File: src/rtl/ubus_pkg.sv
package ubus_pkg;
  typedef enum logic [1:0] {
    FN_PASS_B = 2'd0,
    FN_ADD    = 2'd1,
    FN_AND    = 2'd2,
    FN_ZERO   = 2'd3
  } alu_fn_e;

  typedef struct packed {
    logic zero;
    logic neg;
  } flags_t;
endpackage

File: src/rtl/ubus_src_mux.sv
module ubus_src_mux #(
  parameter int unsigned DATA_W   = 16,
  parameter int unsigned NUM_REGS = 7,
  parameter int unsigned SEL_W    = 3
) (
  input  logic [NUM_REGS*DATA_W-1:0] regs_i,
  input  logic [DATA_W-1:0]          ext_i,
  input  logic [SEL_W-1:0]           sel_i,
  output logic [DATA_W-1:0]          bus_o
);
  localparam logic [SEL_W-1:0] EXT_SEL = SEL_W'(NUM_REGS);

  always_comb begin
    bus_o = '0;
    for (int k = 0; k < NUM_REGS; k++) begin
      if (sel_i == SEL_W'(k)) bus_o = regs_i[k*DATA_W +: DATA_W];
    end
    if (sel_i == EXT_SEL) bus_o = ext_i;
  end
endmodule

File: src/rtl/ubus_alu.sv
module ubus_alu
  import ubus_pkg::*;
#(
  parameter int unsigned DATA_W = 16
) (
  input  logic [DATA_W-1:0] a_i,
  input  logic [DATA_W-1:0] b_i,
  input  alu_fn_e           fn_i,
  output logic [DATA_W-1:0] res_o,
  output flags_t            flags_o
);
  always_comb begin
    unique case (fn_i)
      FN_PASS_B: res_o = b_i;
      FN_ADD:    res_o = a_i + b_i;
      FN_AND:    res_o = a_i & b_i;
      default:   res_o = '0;
    endcase
  end

  assign flags_o.zero = (res_o == '0);
  assign flags_o.neg  = res_o[DATA_W-1];
endmodule

File: src/rtl/ubus_regfile.sv
module ubus_regfile #(
  parameter int unsigned DATA_W   = 16,
  parameter int unsigned NUM_REGS = 7
) (
  input  logic                       clk_i,
  input  logic                       rst_ni,
  input  logic                       valid_i,
  input  logic [NUM_REGS-1:0]        we_i,
  input  logic [DATA_W-1:0]          c_i,
  output logic [NUM_REGS*DATA_W-1:0] regs_o
);
  for (genvar i = 0; i < NUM_REGS; i++) begin : g_reg
    logic [DATA_W-1:0] q;

    always_ff @(posedge clk_i or negedge rst_ni) begin
      if (!rst_ni)                q <= '0;
      else if (valid_i && we_i[i]) q <= c_i;
    end

    assign regs_o[i*DATA_W +: DATA_W] = q;


    wr_capture_chk: assert property (@(posedge clk_i) disable iff (!rst_ni)
      (valid_i && we_i[i]) |=> (q == $past(c_i)));
  end


  idle_hold_chk: assert property (@(posedge clk_i) disable iff (!rst_ni)
    !valid_i |=> $stable(regs_o));
endmodule

File: src/rtl/ubus_datapath.sv
module ubus_datapath
  import ubus_pkg::*;
#(
  parameter int unsigned DATA_W    = 16,
  parameter int unsigned NUM_REGS  = 7,
  parameter bit          THREE_BUS = 1'b0,
  parameter int unsigned SEL_W     = $clog2(NUM_REGS + 1)
) (
  input  logic                       clk_i,
  input  logic                       rst_ni,
  input  logic                       valid_i,
  input  logic [SEL_W-1:0]           b_sel_i,
  input  logic [SEL_W-1:0]           a_sel_i,
  input  logic [1:0]                 alu_fn_i,
  input  logic [NUM_REGS-1:0]        wr_en_i,
  input  logic [DATA_W-1:0]          ext_data_i,
  output logic [DATA_W-1:0]          c_bus_o,
  output logic [NUM_REGS*DATA_W-1:0] regs_o,
  output logic                       zero_o,
  output logic                       neg_o
);
  logic [DATA_W-1:0] a_bus, b_bus, c_bus;
  flags_t            alu_flags, flags_q;
  alu_fn_e           fn;

  assign fn = alu_fn_e'(alu_fn_i);

  ubus_src_mux #(.DATA_W(DATA_W), .NUM_REGS(NUM_REGS), .SEL_W(SEL_W)) u_b_mux (
    .regs_i(regs_o), .ext_i(ext_data_i), .sel_i(b_sel_i), .bus_o(b_bus)
  );

  if (THREE_BUS) begin : g_three_bus
    ubus_src_mux #(.DATA_W(DATA_W), .NUM_REGS(NUM_REGS), .SEL_W(SEL_W)) u_a_mux (
      .regs_i(regs_o), .ext_i(ext_data_i), .sel_i(a_sel_i), .bus_o(a_bus)
    );
  end else begin : g_two_bus
    // left operand hard-wired to the holding register
    logic unused_a_sel;
    assign unused_a_sel = ^a_sel_i;
    assign a_bus = regs_o[0 +: DATA_W];


    hold_left_chk: assert property (@(posedge clk_i) disable iff (!rst_ni)
      (fn == FN_ADD) |-> (c_bus_o == DATA_W'(regs_o[0 +: DATA_W] + b_bus)));
  end

  ubus_alu #(.DATA_W(DATA_W)) u_alu (
    .a_i(a_bus), .b_i(b_bus), .fn_i(fn), .res_o(c_bus), .flags_o(alu_flags)
  );

  ubus_regfile #(.DATA_W(DATA_W), .NUM_REGS(NUM_REGS)) u_regs (
    .clk_i(clk_i), .rst_ni(rst_ni), .valid_i(valid_i), .we_i(wr_en_i),
    .c_i(c_bus), .regs_o(regs_o)
  );

  always_ff @(posedge clk_i or negedge rst_ni) begin
    if (!rst_ni)                     flags_q <= '0;
    else if (valid_i && |wr_en_i)    flags_q <= alu_flags;
  end

  assign c_bus_o = c_bus;
  assign zero_o  = flags_q.zero;
  assign neg_o   = flags_q.neg;


  pass_b_chk: assert property (@(posedge clk_i) disable iff (!rst_ni)
    (fn == FN_PASS_B) |-> (c_bus_o == b_bus));


  zero_fn_chk: assert property (@(posedge clk_i) disable iff (!rst_ni)
    (fn == FN_ZERO) |-> (c_bus_o == '0));


  flag_update_chk: assert property (@(posedge clk_i) disable iff (!rst_ni)
    (valid_i && |wr_en_i) |=>
      (zero_o == ($past(c_bus_o) == '0)) && (neg_o == $past(c_bus_o[DATA_W-1])));


  flag_hold_chk: assert property (@(posedge clk_i) disable iff (!rst_ni)
    !(valid_i && |wr_en_i) |=> ($stable(zero_o) && $stable(neg_o)));
endmodule

File: config.mk
export PLATFORM = sky130hd
export DESIGN_NAME = ubus_datapath
export DESIGN_NICKNAME = d
export VERILOG_FILES = /design/src/rtl/ubus_pkg.sv /design/src/rtl/ubus_src_mux.sv /design/src/rtl/ubus_alu.sv /design/src/rtl/ubus_regfile.sv /design/src/rtl/ubus_datapath.sv
export SDC_FILE = /design/constraint.sdc
export NUM_CORES = 1
export LEC_CHECK = 0
export BUFFER_PORTS_ARGS = -buffer_cell sky130_fd_sc_hd__clkbuf_2
export CAP_MARGIN = 10
export CORE_MARGIN = 2
export CORE_UTILIZATION = 42
export CTS_BUF_LIST = sky130_fd_sc_hd__clkbuf_16
export CTS_CLUSTER_SIZE = 24
export DETAILED_ROUTE_END_ITERATION = 7
export GPL_TIMING_DRIVEN = 1
export MAX_ROUTING_LAYER = met4
export PLACE_DENSITY_LB_ADDON = 0.3
export SYNTH_ARGS = -nofsm -noshare
export SYNTH_HDL_FRONTEND = slang
export SYNTH_SLANG_ARGS = --single-unit
File: constraint.sdc
create_clock -name clk_i -period 4.8 [get_ports clk_i]
set_input_delay 0.24 -clock clk_i [delete_from_list [all_inputs] [get_ports clk_i]]
set_output_delay 0.24 -clock clk_i [all_outputs]
set_load 0.01 [all_outputs]
Word level (Yosys, flattened, before mapping)
Cells that the tools add are included.

storage, ports and cells
  memories = 0
  bits of input ports = 34
  bits in read-only memories = 0
  latch bits = 0
  logic and storage cells = 41
  register bits after elaboration = 114
  RAM bits = 0

operators by class
  shift-type cells = 0
  bitwise logic cells = 1
  div/mod/pow operators = 0
  $mul = 0
  equal/unequal tests = 9
  $lt $le $gt $ge = 0
  reduce and logical (&&, ||, !) cells = 12
  muxes and demuxes = 9
  add/sub/neg operators = 1

operator list
  kind                                                 number
  2-to-1 mux 16 bit                                    8
  one-hot mux 16 bit (3 select lines)                  1
  adder 16 bit                                         1
  bitwise AND 16 bit                                   1
  logical NOT 16 bit                                   1
  equality test 3 bit, second input constant           4
  logical AND 1 bit                                    8
  OR reduction 7 bit                                   1
  equality test 3 x 2 -> 1 bit, second input constant  2
  equality test 3 x 1 -> 1 bit, second input constant  1
  logical NOT 3 bit                                    1
  equality test 2 x 1 -> 1 bit, second input constant  1
  equality test 2 bit, second input constant           1
  logical NOT 2 bit                                    1

Depth between registers and ports, before layout
  word-level depth = 12
  gate-level depth with buffers = 20
  depth with buffers taken out = 17

By module
Synthesis repeated with hierarchy kept, for this count alone.

unflattened totals
  cell total of the unflattened synthesis = 604
  area total of the unflattened synthesis = 6967.9 µm²

modules (own cells, without submodules)
  module         times used  cells an instance  area each (µm²)  sequential area each (µm²)
  ubus_regfile   1           239                4194.0           2802.7
  ubus_src_mux   1           189                1362.6           0.0
  ubus_alu       1           170                1315.0           0.0
  ubus_datapath  1           6                  96.3             50.0

Worst setup path before layout
Ideal clock, no wire load.

  kind = input to register
  start point = in b_sel_i[0]
  end point = reg flags_q, in the netlist zero_o
  required time = 4.697 ns
  setup slack = 0.952 ns
  library setup time = 0.103 ns
  stages on the path = 20
  arrival time = 3.745 ns
  cells stage by stage = buf_2 inv_1 buf_2 buf_2 a22oi_1 nor2_1 o21bai_1 nand2_1 ha_1 fa_1 a21o_1 a41oi_1 nand2_1 a211o_1 a21oi_1 o21ai_1 xnor2_1 o21a_1 inv_1 o41ai_2

between the ends
  cells in the longest elaborated chain, start to end = 12

ends and longest elaborated chain
  element                                             line                            RTL
  start, declared                                     ubus_datapath.sv:12             input logic [SEL_W-1:0] b_sel_i,
  logical NOT 3 bit                                   ubus_src_mux.sv:16              if (sel_i == SEL_W'(k)) bus_o = regs_i[k*DATA_W +: DATA_W];
  2-to-1 mux 16 bit (7 in a row)                      ubus_src_mux.sv:16
  2-to-1 mux 16 bit (*)                               ubus_src_mux.sv:18              if (sel_i == EXT_SEL) bus_o = ext_i;
  adder 16 bit or bitwise AND 16 bit (tied branches)  ubus_alu.sv:15, ubus_alu.sv:16
  one-hot mux 16 bit (3 select lines) (*)             ubus_alu.sv:13                  unique case (fn_i)
  named net c_bus_o[14]                               ubus_datapath.sv:17             output logic [DATA_W-1:0] c_bus_o,
  logical NOT 16 bit (*)                              ubus_alu.sv:21                  assign flags_o.zero = (res_o == '0);
  end signal, assigned                                ubus_datapath.sv:58             else if (valid_i && |wr_en_i) flags_q <= alu_flags;
  end, declared                                       ubus_datapath.sv:23             flags_t alu_flags, flags_q;

The timed path passes the listed nets; every way through them passes the cells marked *.
A chain may end at the register's enable or synchronous reset.

Worst setup path after layout
  start point = reg u_regs.g_reg[0].q[0]
  end point = out c_bus_o[14]

between the ends
  cells in the longest elaborated chain, start to end = 10

ends and longest elaborated chain
  element                                  line                 RTL
  start, declared                          ubus_regfile.sv:13   logic [DATA_W-1:0] q;
  start signal, assigned                   ubus_regfile.sv:17   else if (valid_i && we_i[i]) q <= c_i;
  2-to-1 mux 16 bit (7 in a row)           ubus_src_mux.sv:16
  2-to-1 mux 16 bit                        ubus_src_mux.sv:18
  adder 16 bit (*)                         ubus_alu.sv:15       FN_ADD: res_o = a_i + b_i;
  one-hot mux 16 bit (3 select lines) (*)  ubus_alu.sv:13
  end, declared                            ubus_datapath.sv:17

Every way passes the cells marked *; elsewhere a longest branch is shown, timed or not.

==> results.py <==
metrics = {
    "flow_run": {
        "drv_cap": 0,
    },
    "global_route": {
        "grt_use_total": 0.278,
        "overflow": 0,
        "grt_pass1_wl_mm": 33.0,
        "first_global_vias": 5646,
        "grt_start_max_net_pins": 76,
        "antenna_found_initial": 0,
    },
    "setup_path": {
        "crit_arrival_ns": 4.24,
        "startpoint_type": "flop",
        "end_kind": "output pin",
        "crit_fanout": 4,
        "critical_path_class": "reg2out",
        "cp.required_ns": 4.56,
    },
    "synth": {
        "synth_top_area_frac": 0.439,
        "synth_warnings": 0,
        "mappedNetlistArea_mm2": 0.00649,
        "syn_area_per_cell_um2": 9.13,
        "yosysSeqAreaShare": 0.439,
        "synth_nets": 766,
        "ys_ff_latch": 114,
        "synth_cell_type_count": 70,
        "synthTopCellsByArea": "dfrtp_1 (44%), a21oi_1 (11%), nor2_1 (7.4%)",
        "synth_common_cells": "a21oi_1 (141), nor2_1 (128), dfrtp_1 (114)",
        "synth_top_area_cell": "dfrtp_1",
        "synth_most_common_cell": "a21oi_1",
        "postSynthCellCount": 711,
        "async_reset_ff_frac": 1.00,
        "synth_edf_count": 0,
        "synth_flop_cell": "dfrtp_1",
    },
    "timing": {
        "fin_crit_sh": 0.933,
        "hold_violations": 0,
        "max_freq_mhz": 223,
        "finalSetupViolCount": 0,
        "setup_tns_ns": 0,
        "worstMarginPinSlew_ns": 1.20,
        "maxSlewViolCount": 0,
        "holdWs_ns": 0.252,
        "skew_ns": 0.00764,
        "final.setup.worst_slack_ns": 0.320,
        "rsz0062_at_grt": "false",
        "slew_headroom": 0.203,
        "fin_crit_ns": 4.48,
    },
    "clock_network": {
        "cts_tree": "done",
        "clock_path_buffers": 2,
        "cts_buffers": 17,
        "clkSinkCount": 114,
        "clkSlewWorstSetupHoldPaths_ns": 0.06,
        "clock_latency_ns": 0.42,
        "root_buffer": "clkbuf_16",
        "cts_max_level": 4,
    },
    "pwr": {
        "p_int_mw": 2.69,
        "p_sw_mw": 1.81,
        "comb_power_share": 0.404,
        "powerDensity_mw_per_mm2": 557,
        "power_frac_seq": 0.331,
        "p_leak_nw": 3.84,
        "vdd_drop_max_mv": 0.307,
        "clock_power_share": 0.265,
        "switching_share": 0.403,
    },
    "floorplanning": {
        "die_w_um": 128,
        "die_y_um": 128,
        "rows": 45,
        "io_pins": 164,
        "start_util": 0.429,
        "fp.dieArea_mm2": 0.0165,
        "design.core.area_mm2": 0.0151,
    },
    "min_path": {
        "holdCritPathClass": "in2reg",
    },
    "layout": {
        "fin_util": 0.534,
        "fin_nets": 925,
        "area_growth_pct": 24.7,
        "stdcell_area_mm2": 0.00810,
        "drive_above_1_share": 0.298,
        "diodes": 0,
    },
    "detailed_routing": {
        "via_count": 6111,
        "wl_mm": 21.6,
        "wire_per_inst_um": 20.2,
        "dr.pass1.iters": 5,
        "antenna_left": 0,
        "drc": 0,
        "drt-initial-drc-count": 529,
        "vias_per_cell": 5.71,
    },
    "placed_design": {
        "port_buffers": 160,
        "place_ws_ns": 0.533,
        "place_area_mm2": 0.00752,
        "gp_congestion": 0.924,
        "place_hpwl_mm": 15.9,
    },
    "outcome": {
        "status": "complete, no violations",
    },
}
==> power groups by stage <==
stage,clock network (mW),logic [mW],registers (mW)
after floorplan,0,1.02,1.53
after global placement,0,1.79,1.50
after detailed placement,0,1.80,1.50
after CTS,1.21,1.81,1.48
after global routing,1.25,2.00,1.52
final,1.20,1.82,1.49
==> state kept, by name, indices dropped and copies added (netlist names) <==
| signal | flops |
|---|---|
| u_regs.g.q | 112 |
| neg_o | 1 |
| zero_o | 1 |
==> worst max-delay path, cell delays in order, from the launching register on <==
cell	delay (ns)
dfrtp_1	0.46
mux2_2	0.30
a22oi_1	0.14
nor2_1	0.07
o21bai_2	0.21
nand2_1	0.08
ha_1	0.24
fa_1	0.46
a21o_1	0.22
a41oi_1	0.24
nand2_2	0.13
a211o_1	0.31
a21oi_1	0.23
o21ai_1	0.13
xnor2_1	0.14
o21a_1	0.21
inv_1	0.11
clkbuf_2	0.14
==> placed cells by master, fill, tap and decap left out, types with 3 or more instances in the layout <==
master	synthesis	layout
dfrtp_1	114	114
o22ai_1	3	3
nand3_1	10	10
inv_1	27	27
a211oi_1	3	3
clkinvlp_4	0	5
o21a_1	4	4
a21oi_1	141	141
o22a_1	4	4
mux4_2	8	8
clkbuf_2	0	159
xnor2_1	8	8
clkinv_4	0	4
ha_1	20	20
o21bai_1	4	3
nand2b_1	3	3
o21ai_0	21	21
clkinv_2	0	3
a221oi_1	3	3
and2_1	10	10
nand4_1	3	3
a221oi_4	3	3
mux2_2	13	13
nor3_1	7	7
xor2_1	3	3
clkbuf_16	0	17
buf_4	5	33
a22oi_1	9	9
nand2_1	35	34
a22o_1	3	3
nor2b_1	3	3
mux2i_1	22	22
a21o_1	4	4
nor2_1	128	128
==> stage by stage <==
step / total power, mW / cells
global route: 4.77 / 1071
global placement: 3.28 / 1038
floorplan: 2.55 / 711
finish: 4.51 / 1071
detailed placement: 3.30 / 1038
CTS: 4.50 / 1071
==> worst paths after layout <==
path                                      start              endpoint  slack (ns)  depth (start not counted)
setup / recovery           u_regs.g_reg[0].q[0]           c_bus_o[14]        0.32                         17
min in group asynchronous                rst_ni  u_regs.g_reg[3].q[3]        0.51                          2
max in group asynchronous                rst_ni  u_regs.g_reg[0].q[8]        3.23                          3
hold reg to reg                           neg_o                 neg_o        0.49                          2
hold / removal                       wr_en_i[3]                 neg_o        0.25                          4
setup reg to reg           u_regs.g_reg[0].q[0]                zero_o        0.68                         16
==> cells by family (layout without fill, tap and decap cells) <==
logic type,after synthesis,after routing,synth area share
xor+xnor,11,11,0.0148
simple gates,210,210,0.139
compound gates,231,231,0.225
fa+ha+maj,21,21,0.0416
mux,43,43,0.0842
buf+inv,81,253,0.0553
flops,114,114,0.439
==> layout make-up <==
type / count / area [µm²]
sequential: 114 / 2850
timing repair buffer: 193 / 1050
clock inverter: 15 / 135
multi-input combinational: 516 / 3290
clock buffer: 17 / 425
tap: 188 / 235
inverter: 28 / 105
fill: 1395 / 7050
==> layer usage <==
metal | track usage | share of wire | vias up
li1 | - | - | 2849
met1 | 0.402 | 0.47 | 2963
met2 | 0.389 | 0.44 | 260
met3 | 0.0607 | 0.071 | 39
met4 | 0.0918 | 0.023 | 0
met5 | - | 0 | -
==> repair_timing <==
action | in CTS | in global routing
setup buffers | 0 | 0
endpoints found under the hold margin | 15 | 0
resized for setup | 0 | 2
endpoints found under the setup margin | 0 | 2
hold buffers | 1 | 0
Power figures use the tool's default switching activity.
